$ cat config.mk
export PLATFORM = sky130hd
export DESIGN_NAME = cond_skip_unit
export DESIGN_NICKNAME = d
export VERILOG_FILES = /design/src/rtl/csu_pkg.sv /design/src/rtl/csu_hold_stage.sv /design/src/rtl/csu_arith.sv /design/src/rtl/csu_decide.sv /design/src/rtl/cond_skip_unit.sv
export SDC_FILE = /design/constraint.sdc
export NUM_CORES = 1
export LEC_CHECK = 0
export ABC_AREA = 1
export BUFFER_PORTS_ARGS = -buffer_cell sky130_fd_sc_hd__buf_2
export CORE_ASPECT_RATIO = 0.6
export CORE_UTILIZATION = 60
export DETAILED_ROUTE_END_ITERATION = 10
export PLACE_DENSITY = 0.89
export SETUP_SLACK_MARGIN = 0.3
export SLEW_MARGIN = 20
export SYNTH_ARGS = -nofsm -noshare
export SYNTH_HDL_FRONTEND = slang
export SYNTH_SLANG_ARGS = --single-unit
export TNS_END_PERCENT = 10
$ cat constraint.sdc
create_clock -name clk -period 4.12 [get_ports clk]
set_clock_uncertainty 0.15 [all_clocks]
set_input_delay 0.412 -clock clk [delete_from_list [all_inputs] [get_ports clk]]
set_output_delay 0.412 -clock clk [all_outputs]
set_load 0.05 [all_outputs]
$ cat src/rtl/csu_pkg.sv
package csu_pkg;
  typedef enum logic [2:0] {
    CLS_CMP      = 3'd0,
    CLS_SKIP     = 3'd1,
    CLS_INC_SKIP = 3'd2,
    CLS_DEC_SKIP = 3'd3,
    CLS_JUMP     = 3'd4,
    CLS_INC_JUMP = 3'd5,
    CLS_DEC_JUMP = 3'd6,
    CLS_RSVD     = 3'd7
  } op_class_e;

  localparam logic [2:0] CND_NEVER  = 3'd0;
  localparam logic [2:0] CND_ALWAYS = 3'd4;
endpackage

$ cat src/rtl/csu_hold_stage.sv
module csu_hold_stage #(
  parameter int WORD_W = 36
) (
  input  logic              clk,
  input  logic              rst_n,
  input  logic              in_valid,
  output logic              in_ready,
  input  logic [2:0]        in_class,
  input  logic [2:0]        in_cond,
  input  logic [WORD_W-1:0] in_ac,
  input  logic [WORD_W-1:0] in_opnd,
  input  logic              in_acz,
  input  logic              out_ready,
  output logic              q_valid,
  output logic [2:0]        q_class,
  output logic [2:0]        q_cond,
  output logic [WORD_W-1:0] q_ac,
  output logic [WORD_W-1:0] q_opnd,
  output logic              q_acz
);
  assign in_ready = !q_valid || out_ready;

  always_ff @(posedge clk) begin
    if (!rst_n) begin
      q_valid <= 1'b0;
      q_class <= '0;
      q_cond  <= '0;
      q_ac    <= '0;
      q_opnd  <= '0;
      q_acz   <= 1'b0;
    end else if (in_ready) begin
      q_valid <= in_valid;
      if (in_valid) begin
        q_class <= in_class;
        q_cond  <= in_cond;
        q_ac    <= in_ac;
        q_opnd  <= in_opnd;
        q_acz   <= in_acz;
      end
    end
  end

  // a stalled result keeps its contents
  a_r1_hold_stable: assert property (@(posedge clk) disable iff (!rst_n)
    q_valid && !out_ready |=> q_valid && $stable(q_ac) && $stable(q_opnd)
      && $stable(q_class) && $stable(q_cond) && $stable(q_acz));
endmodule

$ cat src/rtl/csu_arith.sv
module csu_arith
  import csu_pkg::*;
#(
  parameter int WORD_W = 36
) (
  input  logic [2:0]        cls,
  input  logic [WORD_W-1:0] ac,
  input  logic [WORD_W-1:0] opnd,
  input  logic              acz,
  output logic [WORD_W-1:0] value,
  output logic              carry,
  output logic              ovf,
  output logic              wr_ac_raw,
  output logic              wr_mem_raw
);
  localparam int SUM_W = WORD_W + 1;

  logic              use_mem, do_inc, do_dec, is_arith;
  logic [WORD_W-1:0] base, addend;
  logic [SUM_W-1:0]  sum;

  always_comb begin
    use_mem    = 1'b0;
    do_inc     = 1'b0;
    do_dec     = 1'b0;
    wr_ac_raw  = 1'b0;
    wr_mem_raw = 1'b0;
    unique case (op_class_e'(cls))
      CLS_SKIP:     begin use_mem = 1'b1; wr_ac_raw = !acz; end
      CLS_INC_SKIP: begin use_mem = 1'b1; do_inc = 1'b1; wr_ac_raw = !acz; wr_mem_raw = 1'b1; end
      CLS_DEC_SKIP: begin use_mem = 1'b1; do_dec = 1'b1; wr_ac_raw = !acz; wr_mem_raw = 1'b1; end
      CLS_INC_JUMP: begin do_inc = 1'b1; wr_ac_raw = 1'b1; end
      CLS_DEC_JUMP: begin do_dec = 1'b1; wr_ac_raw = 1'b1; end
      default:      ;
    endcase
  end

  assign is_arith = do_inc || do_dec;
  assign base     = use_mem ? opnd : ac;
  assign addend   = do_dec ? {WORD_W{1'b1}}
                  : (do_inc ? {{(WORD_W-1){1'b0}}, 1'b1} : '0);
  assign sum      = {1'b0, base} + {1'b0, addend};
  assign value    = sum[WORD_W-1:0];
  assign carry    = is_arith && sum[WORD_W];
  assign ovf      = is_arith && (base[WORD_W-1] == addend[WORD_W-1])
                             && (sum[WORD_W-1] != base[WORD_W-1]);
endmodule

$ cat src/rtl/csu_decide.sv
module csu_decide
  import csu_pkg::*;
#(
  parameter int WORD_W = 36
) (
  input  logic [2:0]        cls,
  input  logic [2:0]        cond,
  input  logic [WORD_W-1:0] value,
  input  logic [WORD_W-1:0] ac,
  input  logic [WORD_W-1:0] opnd,
  output logic              taken_raw
);
  localparam int DIFF_W = WORD_W + 1;

  logic [DIFF_W-1:0] diff;
  logic              is_lt, is_eq, hit;

  assign diff = {ac[WORD_W-1], ac} - {opnd[WORD_W-1], opnd};

  always_comb begin
    if (op_class_e'(cls) == CLS_CMP) begin
      is_lt = diff[DIFF_W-1];
      is_eq = (diff == '0);
    end else begin
      is_lt = value[WORD_W-1];
      is_eq = (value == '0);
    end
    unique case (cond)
      3'd0: hit = 1'b0;
      3'd1: hit = is_lt;
      3'd2: hit = is_eq;
      3'd3: hit = is_lt || is_eq;
      3'd4: hit = 1'b1;
      3'd5: hit = !is_lt;
      3'd6: hit = !is_eq;
      default: hit = !is_lt && !is_eq;
    endcase
    taken_raw = hit && (op_class_e'(cls) != CLS_RSVD);
  end
endmodule

$ cat src/rtl/cond_skip_unit.sv
module cond_skip_unit
  import csu_pkg::*;
#(
  parameter int WORD_W = 36
) (
  input  logic              clk,
  input  logic              rst_n,
  input  logic              in_valid,
  output logic              in_ready,
  input  logic [2:0]        in_class,
  input  logic [2:0]        in_cond,
  input  logic [WORD_W-1:0] in_ac,
  input  logic [WORD_W-1:0] in_opnd,
  input  logic              in_ac_field_zero,
  output logic              out_valid,
  input  logic              out_ready,
  output logic              taken,
  output logic [WORD_W-1:0] result,
  output logic              wr_ac,
  output logic              wr_mem,
  output logic              carry,
  output logic              ovf
);
  logic [2:0]        q_class, q_cond;
  logic [WORD_W-1:0] q_ac, q_opnd, value;
  logic              q_acz, taken_raw, wr_ac_raw, wr_mem_raw;

  csu_hold_stage #(.WORD_W(WORD_W)) u_stage (
    .clk(clk), .rst_n(rst_n), .in_valid(in_valid), .in_ready(in_ready),
    .in_class(in_class), .in_cond(in_cond), .in_ac(in_ac), .in_opnd(in_opnd),
    .in_acz(in_ac_field_zero), .out_ready(out_ready), .q_valid(out_valid),
    .q_class(q_class), .q_cond(q_cond), .q_ac(q_ac), .q_opnd(q_opnd), .q_acz(q_acz)
  );

  csu_arith #(.WORD_W(WORD_W)) u_arith (
    .cls(q_class), .ac(q_ac), .opnd(q_opnd), .acz(q_acz), .value(value),
    .carry(carry), .ovf(ovf), .wr_ac_raw(wr_ac_raw), .wr_mem_raw(wr_mem_raw)
  );

  csu_decide #(.WORD_W(WORD_W)) u_decide (
    .cls(q_class), .cond(q_cond), .value(value), .ac(q_ac), .opnd(q_opnd),
    .taken_raw(taken_raw)
  );

  assign result = value;
  assign taken  = out_valid && taken_raw;
  assign wr_ac  = out_valid && wr_ac_raw;
  assign wr_mem = out_valid && wr_mem_raw;

  // condition 0 never takes
  a_r8_never_taken: assert property (@(posedge clk) disable iff (!rst_n)
    out_valid && q_cond == CND_NEVER |-> !taken);
  // condition 4 always takes for defined classes
  a_r2_always_taken: assert property (@(posedge clk) disable iff (!rst_n)
    out_valid && q_cond == CND_ALWAYS && q_class != CLS_RSVD |-> taken);
  // compare and jump write nothing
  a_r6_no_write: assert property (@(posedge clk) disable iff (!rst_n)
    out_valid && (q_class == CLS_JUMP || q_class == CLS_CMP) |-> !wr_ac && !wr_mem);
  // increment/decrement-and-jump write only the accumulator
  a_r7_ac_only: assert property (@(posedge clk) disable iff (!rst_n)
    out_valid && (q_class == CLS_INC_JUMP || q_class == CLS_DEC_JUMP) |-> wr_ac && !wr_mem);
  // increment/decrement-and-skip store the memory word
  a_r5_mem_store: assert property (@(posedge clk) disable iff (!rst_n)
    out_valid && (q_class == CLS_INC_SKIP || q_class == CLS_DEC_SKIP) |-> wr_mem);
  // reserved class is inert
  a_r10_reserved: assert property (@(posedge clk) disable iff (!rst_n)
    out_valid && q_class == CLS_RSVD |-> !taken && !wr_ac && !wr_mem && !carry && !ovf);
  // a stalled result keeps the outputs
  a_r1_out_stable: assert property (@(posedge clk) disable iff (!rst_n)
    out_valid && !out_ready |=> out_valid && $stable(result) && $stable(taken));
endmodule

==> results.ini <==
[sta]
final_critical_path_setup_slack_ns = -0.310
maxSlewViolCount = 0
worst_pin_slew_ns = 1.11
layout_min_cycle_time_ns = 4.43
maxSlewHeadroom_pct = 25.8
rsz0062_at_grt = true
setup_viols_final = 2
hold_violations = 0
max_clk_rate_ghz = 0.226
final_min_period_over_clock_period_pct = 108

[layout]
post_route_cells_drive_above_1_share_pct = 16.5
nets = 2130
fillers = 1351
area_growth_pct = 22.3
antennaDiodeCount = 0

[pwr]
power.share.clock_pct = 22.0
p_int_w = 0.00208
p_switching_w = 0.00185
power_frac_comb_pct = 55.7
power.ir.vdd_worst_uv = 280
power.switching_fraction_pct = 47.1
proportion_of_power_drawn_by_flip_flops_and_latches_pct = 22.3
power_w = 0.00393
static-leakage-power_nw = 6.67
pwr_density_cell_mw_per_mm2 = 341

[grt]
globalRoute.totalOverflow = 0
grt_pass1_vias = 10200
pin_count_of_the_biggest_net_entering_global_routing = 93
global_route.usage.total_pct = 40.9
antenna_found_initial = 0
grt_pass1_wl_um = 51600

[run]
drv.max_cap_violation_count = 0

[synth]
post_synth_inst_count = 1782
total_nets_after_synthesis = 1939
synth_cell_type_count = 36
yosys_register_bits = 80
yosysWarningCount = 0
yosysSeqAreaShare_pct = 17.0
avgSynthCellArea_um2 = 5.30
syn_area_mm2 = 0.00944

[floorplanning]
design.die.area_mm2 = 0.0163
chipHeight_um = 99.2
die_width_um = 164
initial_utilization_pct = 61.4
io_pins = 126
coreArea_mm2 = 0.0154
fp-row-count = 35

[clock_network]
clk_pin_slew_worst_paths_ns = 0.07
cts_tree = yes
clk-insertion-delay-late_ns = 0.35
clock_buffer_count_from_cts = 9
cts_sinks = 80
clock_path_buffers = 2
cts.root.buffer_cell = sky130_fd_sc_hd__clkbuf_16
ctsHtreeMaxLevel = 3

[setup_path]
worst_path_max_delay_cell = sky130_fd_sc_hd__ha_2
setup.worst_path.start_class = flop
critPathBufInv = 8
ws_path_type = flop to primary output
worstPathMaxFanout = 35
timing.critical_path.required_ns = 3.56
worst_reg2reg_setup_slack_ns = 1.90
critPathMaxStageDelay_ns = 0.37
family_with_the_most_delay_on_the_worst_path = simple AND/OR/NAND/NOR gates
critPathMostFrequentCell = sky130_fd_sc_hd__nand2_1
crit_path_end_kind = primary output
cp_data_arrival_time_ns = 3.87

[routing]
drt_drc_violations_left = 0
routed_wire_length_per_instance_um = 15.3
num_vias = 11800
vias_per_cell = 5.41
drt_iter0_markers = 1197
drt-pass1-iter-count = 6
drt.antenna.violating_nets = 0
wl_um = 33300

[place]
detailed_placement_hpwl_um = 26900
numPortBuffers = 125
gp_congestion = 1.03
placement.setup.worst_slack_ns = -0.0514

[status]
failed_checks = setup timing
status = finished with violations

[min_path]
hp-class = input pin to flop

[worst reg2reg max path, stage by stage, from the launching register on]
cell,delay [ns]
sky130_fd_sc_hd__dfxtp_1,0.42
sky130_fd_sc_hd__inv_1,0.10
sky130_fd_sc_hd__or2_2,0.35
sky130_fd_sc_hd__nand2_4,0.29
sky130_fd_sc_hd__buf_12,0.36
sky130_fd_sc_hd__o21ai_0,0.26
sky130_fd_sc_hd__a21oi_1,0.21
[sequential cells by signal, indices dropped and copies added (netlist names)]
name / count
u_stage.q_ac: 36
u_stage.q_class: 3
u_stage.q_acz: 1
u_stage.q_cond: 3
u_stage.q_valid: 1
u_stage.q_opnd: 36
[Yosys cell counts]
master | n | share of area, %
sky130_fd_sc_hd__a21boi_0 | 1 | 0.080
sky130_fd_sc_hd__a21o_1 | 1 | 0.080
sky130_fd_sc_hd__a21oi_1 | 96 | 5.1
sky130_fd_sc_hd__a21oi_2 | 2 | 0.19
sky130_fd_sc_hd__a31oi_1 | 3 | 0.20
sky130_fd_sc_hd__and2_1 | 5 | 0.33
sky130_fd_sc_hd__and3_1 | 1 | 0.066
sky130_fd_sc_hd__buf_1 | 1 | 0.040
sky130_fd_sc_hd__clkbuf_1 | 30 | 1.2
sky130_fd_sc_hd__clkinv_1 | 2 | 0.080
sky130_fd_sc_hd__dfxtp_1 | 80 | 17
sky130_fd_sc_hd__fa_1 | 2 | 0.42
sky130_fd_sc_hd__ha_1 | 72 | 9.5
sky130_fd_sc_hd__inv_1 | 331 | 13
sky130_fd_sc_hd__inv_2 | 8 | 0.32
sky130_fd_sc_hd__nand2_1 | 606 | 24
sky130_fd_sc_hd__nand2_2 | 23 | 1.5
sky130_fd_sc_hd__nand2_4 | 1 | 0.12
sky130_fd_sc_hd__nand3_1 | 98 | 5.2
sky130_fd_sc_hd__nand3_2 | 4 | 0.42
sky130_fd_sc_hd__nand3b_1 | 14 | 1.1
sky130_fd_sc_hd__nand3b_2 | 1 | 0.12
sky130_fd_sc_hd__nand4_1 | 15 | 0.99
sky130_fd_sc_hd__nor2_1 | 206 | 8.2
sky130_fd_sc_hd__nor2_2 | 11 | 0.73
sky130_fd_sc_hd__nor2_4 | 1 | 0.12
sky130_fd_sc_hd__nor3_1 | 16 | 0.85
sky130_fd_sc_hd__nor3_2 | 1 | 0.11
sky130_fd_sc_hd__nor4_1 | 4 | 0.27
sky130_fd_sc_hd__o21ai_0 | 128 | 6.8
sky130_fd_sc_hd__o21ai_2 | 1 | 0.093
sky130_fd_sc_hd__o21bai_1 | 5 | 0.40
sky130_fd_sc_hd__or2_2 | 3 | 0.20
sky130_fd_sc_hd__xnor2_1 | 5 | 0.46
sky130_fd_sc_hd__xor2_1 | 3 | 0.28
sky130_fd_sc_hd__xor2_2 | 1 | 0.17
[worst paths after layout]
| path | from | to | cells after the start |
|---|---|---|---|
| worst max-delay path | u_stage.q_class[1]$_SDFFE_PN0P_ | taken | 27 |
| worst min register to register | u_stage.q_opnd[19]$_SDFFE_PN0P_ | u_stage.q_opnd[19]$_SDFFE_PN0P_ | 2 |
| worst max register to register | u_stage.q_valid$_SDFFE_PN0N_ | u_stage.q_opnd[25]$_SDFFE_PN0P_ | 6 |
| worst min-delay path | in_ac[34] | u_stage.q_ac[34]$_SDFFE_PN0P_ | 3 |
[per-layer routing]
metal  track usage [%]  up-vias  share of wire [%]
met5                 0        -                  0
met2              60.8      644                 40
met4              7.34        0                1.7
met1              58.9     5206                 45
met3              11.6       61                 13
li1                  -     5891                  -
[layout make-up]
type / count / area (µm²) / area share, %
Timing Repair Buffer: 211 / 1380 / 12.0
Inverter: 341 / 1280 / 11.1
Multi-Input combinational cell: 1330 / 6710 / 58.1
Sequential cell: 80 / 1600 / 13.9
Clock buffer: 12 / 256 / 2.22
Tap cell: 203 / 254 / 2.20
Clock inverter: 4 / 51.3 / 0.444
[cells by family after synthesis]
group                      share of synthesized area [%]
and+or+nand+nor                                     44.4
adders and majority gates                           9.97
AOI/OAI and AO/OA                                   12.9
buffers and inverters                               14.8
xor gates and xnor gates                           0.915
DFF                                                 17.0
[cell usage in the layout (no fill, tap or decap), types with 5 or more instances in the layout]
cell type,instances
sky130_fd_sc_hd__a21oi_1,91
sky130_fd_sc_hd__a21oi_2,6
sky130_fd_sc_hd__and2_1,5
sky130_fd_sc_hd__buf_2,104
sky130_fd_sc_hd__buf_4,91
sky130_fd_sc_hd__buf_6,6
sky130_fd_sc_hd__clkbuf_16,9
sky130_fd_sc_hd__clkbuf_4,7
sky130_fd_sc_hd__dfxtp_1,80
sky130_fd_sc_hd__ha_1,60
sky130_fd_sc_hd__ha_4,9
sky130_fd_sc_hd__inv_1,330
sky130_fd_sc_hd__inv_2,8
sky130_fd_sc_hd__nand2_1,601
sky130_fd_sc_hd__nand2_2,25
sky130_fd_sc_hd__nand3_1,97
sky130_fd_sc_hd__nand3b_1,14
sky130_fd_sc_hd__nand4_1,15
sky130_fd_sc_hd__nor2_1,193
sky130_fd_sc_hd__nor2_2,23
sky130_fd_sc_hd__nor3_1,14
sky130_fd_sc_hd__o21ai_0,121
sky130_fd_sc_hd__o21ai_1,6
sky130_fd_sc_hd__o21bai_1,5
sky130_fd_sc_hd__xnor2_1,5
[power groups by stage]
stage               registers [W]  clock network [W]  logic [W]
global route             0.000882           0.000898    0.00238
CTS                      0.000875           0.000863    0.00209
global placement         0.000890                  0    0.00202
floorplan                0.000881                  0    0.00141
detailed placement       0.000892                  0    0.00205
finish                   0.000877           0.000866    0.00219
[timing repair]
item,4_1_cts,5_1_grt
gates resized for setup,31,52
pin swaps,4,5
buffers inserted,1,0
cloned,0,0
setup endpoints to repair,23,26
hold buffers,0,0
[stage by stage]
stage / utilization (%) / instance area, µm² / std cells / hold WS, ns / setup TNS (ns)
2_1_floorplan: - / 9470 / 1782 / 0.297 / -0.121
3_3_place_gp: 71.0 / 10900 / 2164 / 0.314 / 0
3_5_place_dp: 71.0 / 10900 / 2164 / 0.324 / -0.0514
4_1_cts: 74.1 / 11400 / 2181 / 0.162 / -0.233
5_1_grt: 75.1 / 11500 / 2181 / 0.170 / -0.915
6_report: 75.1 / 11500 / 2181 / 0.164 / -0.329
(Power assumes the default switching activity.)
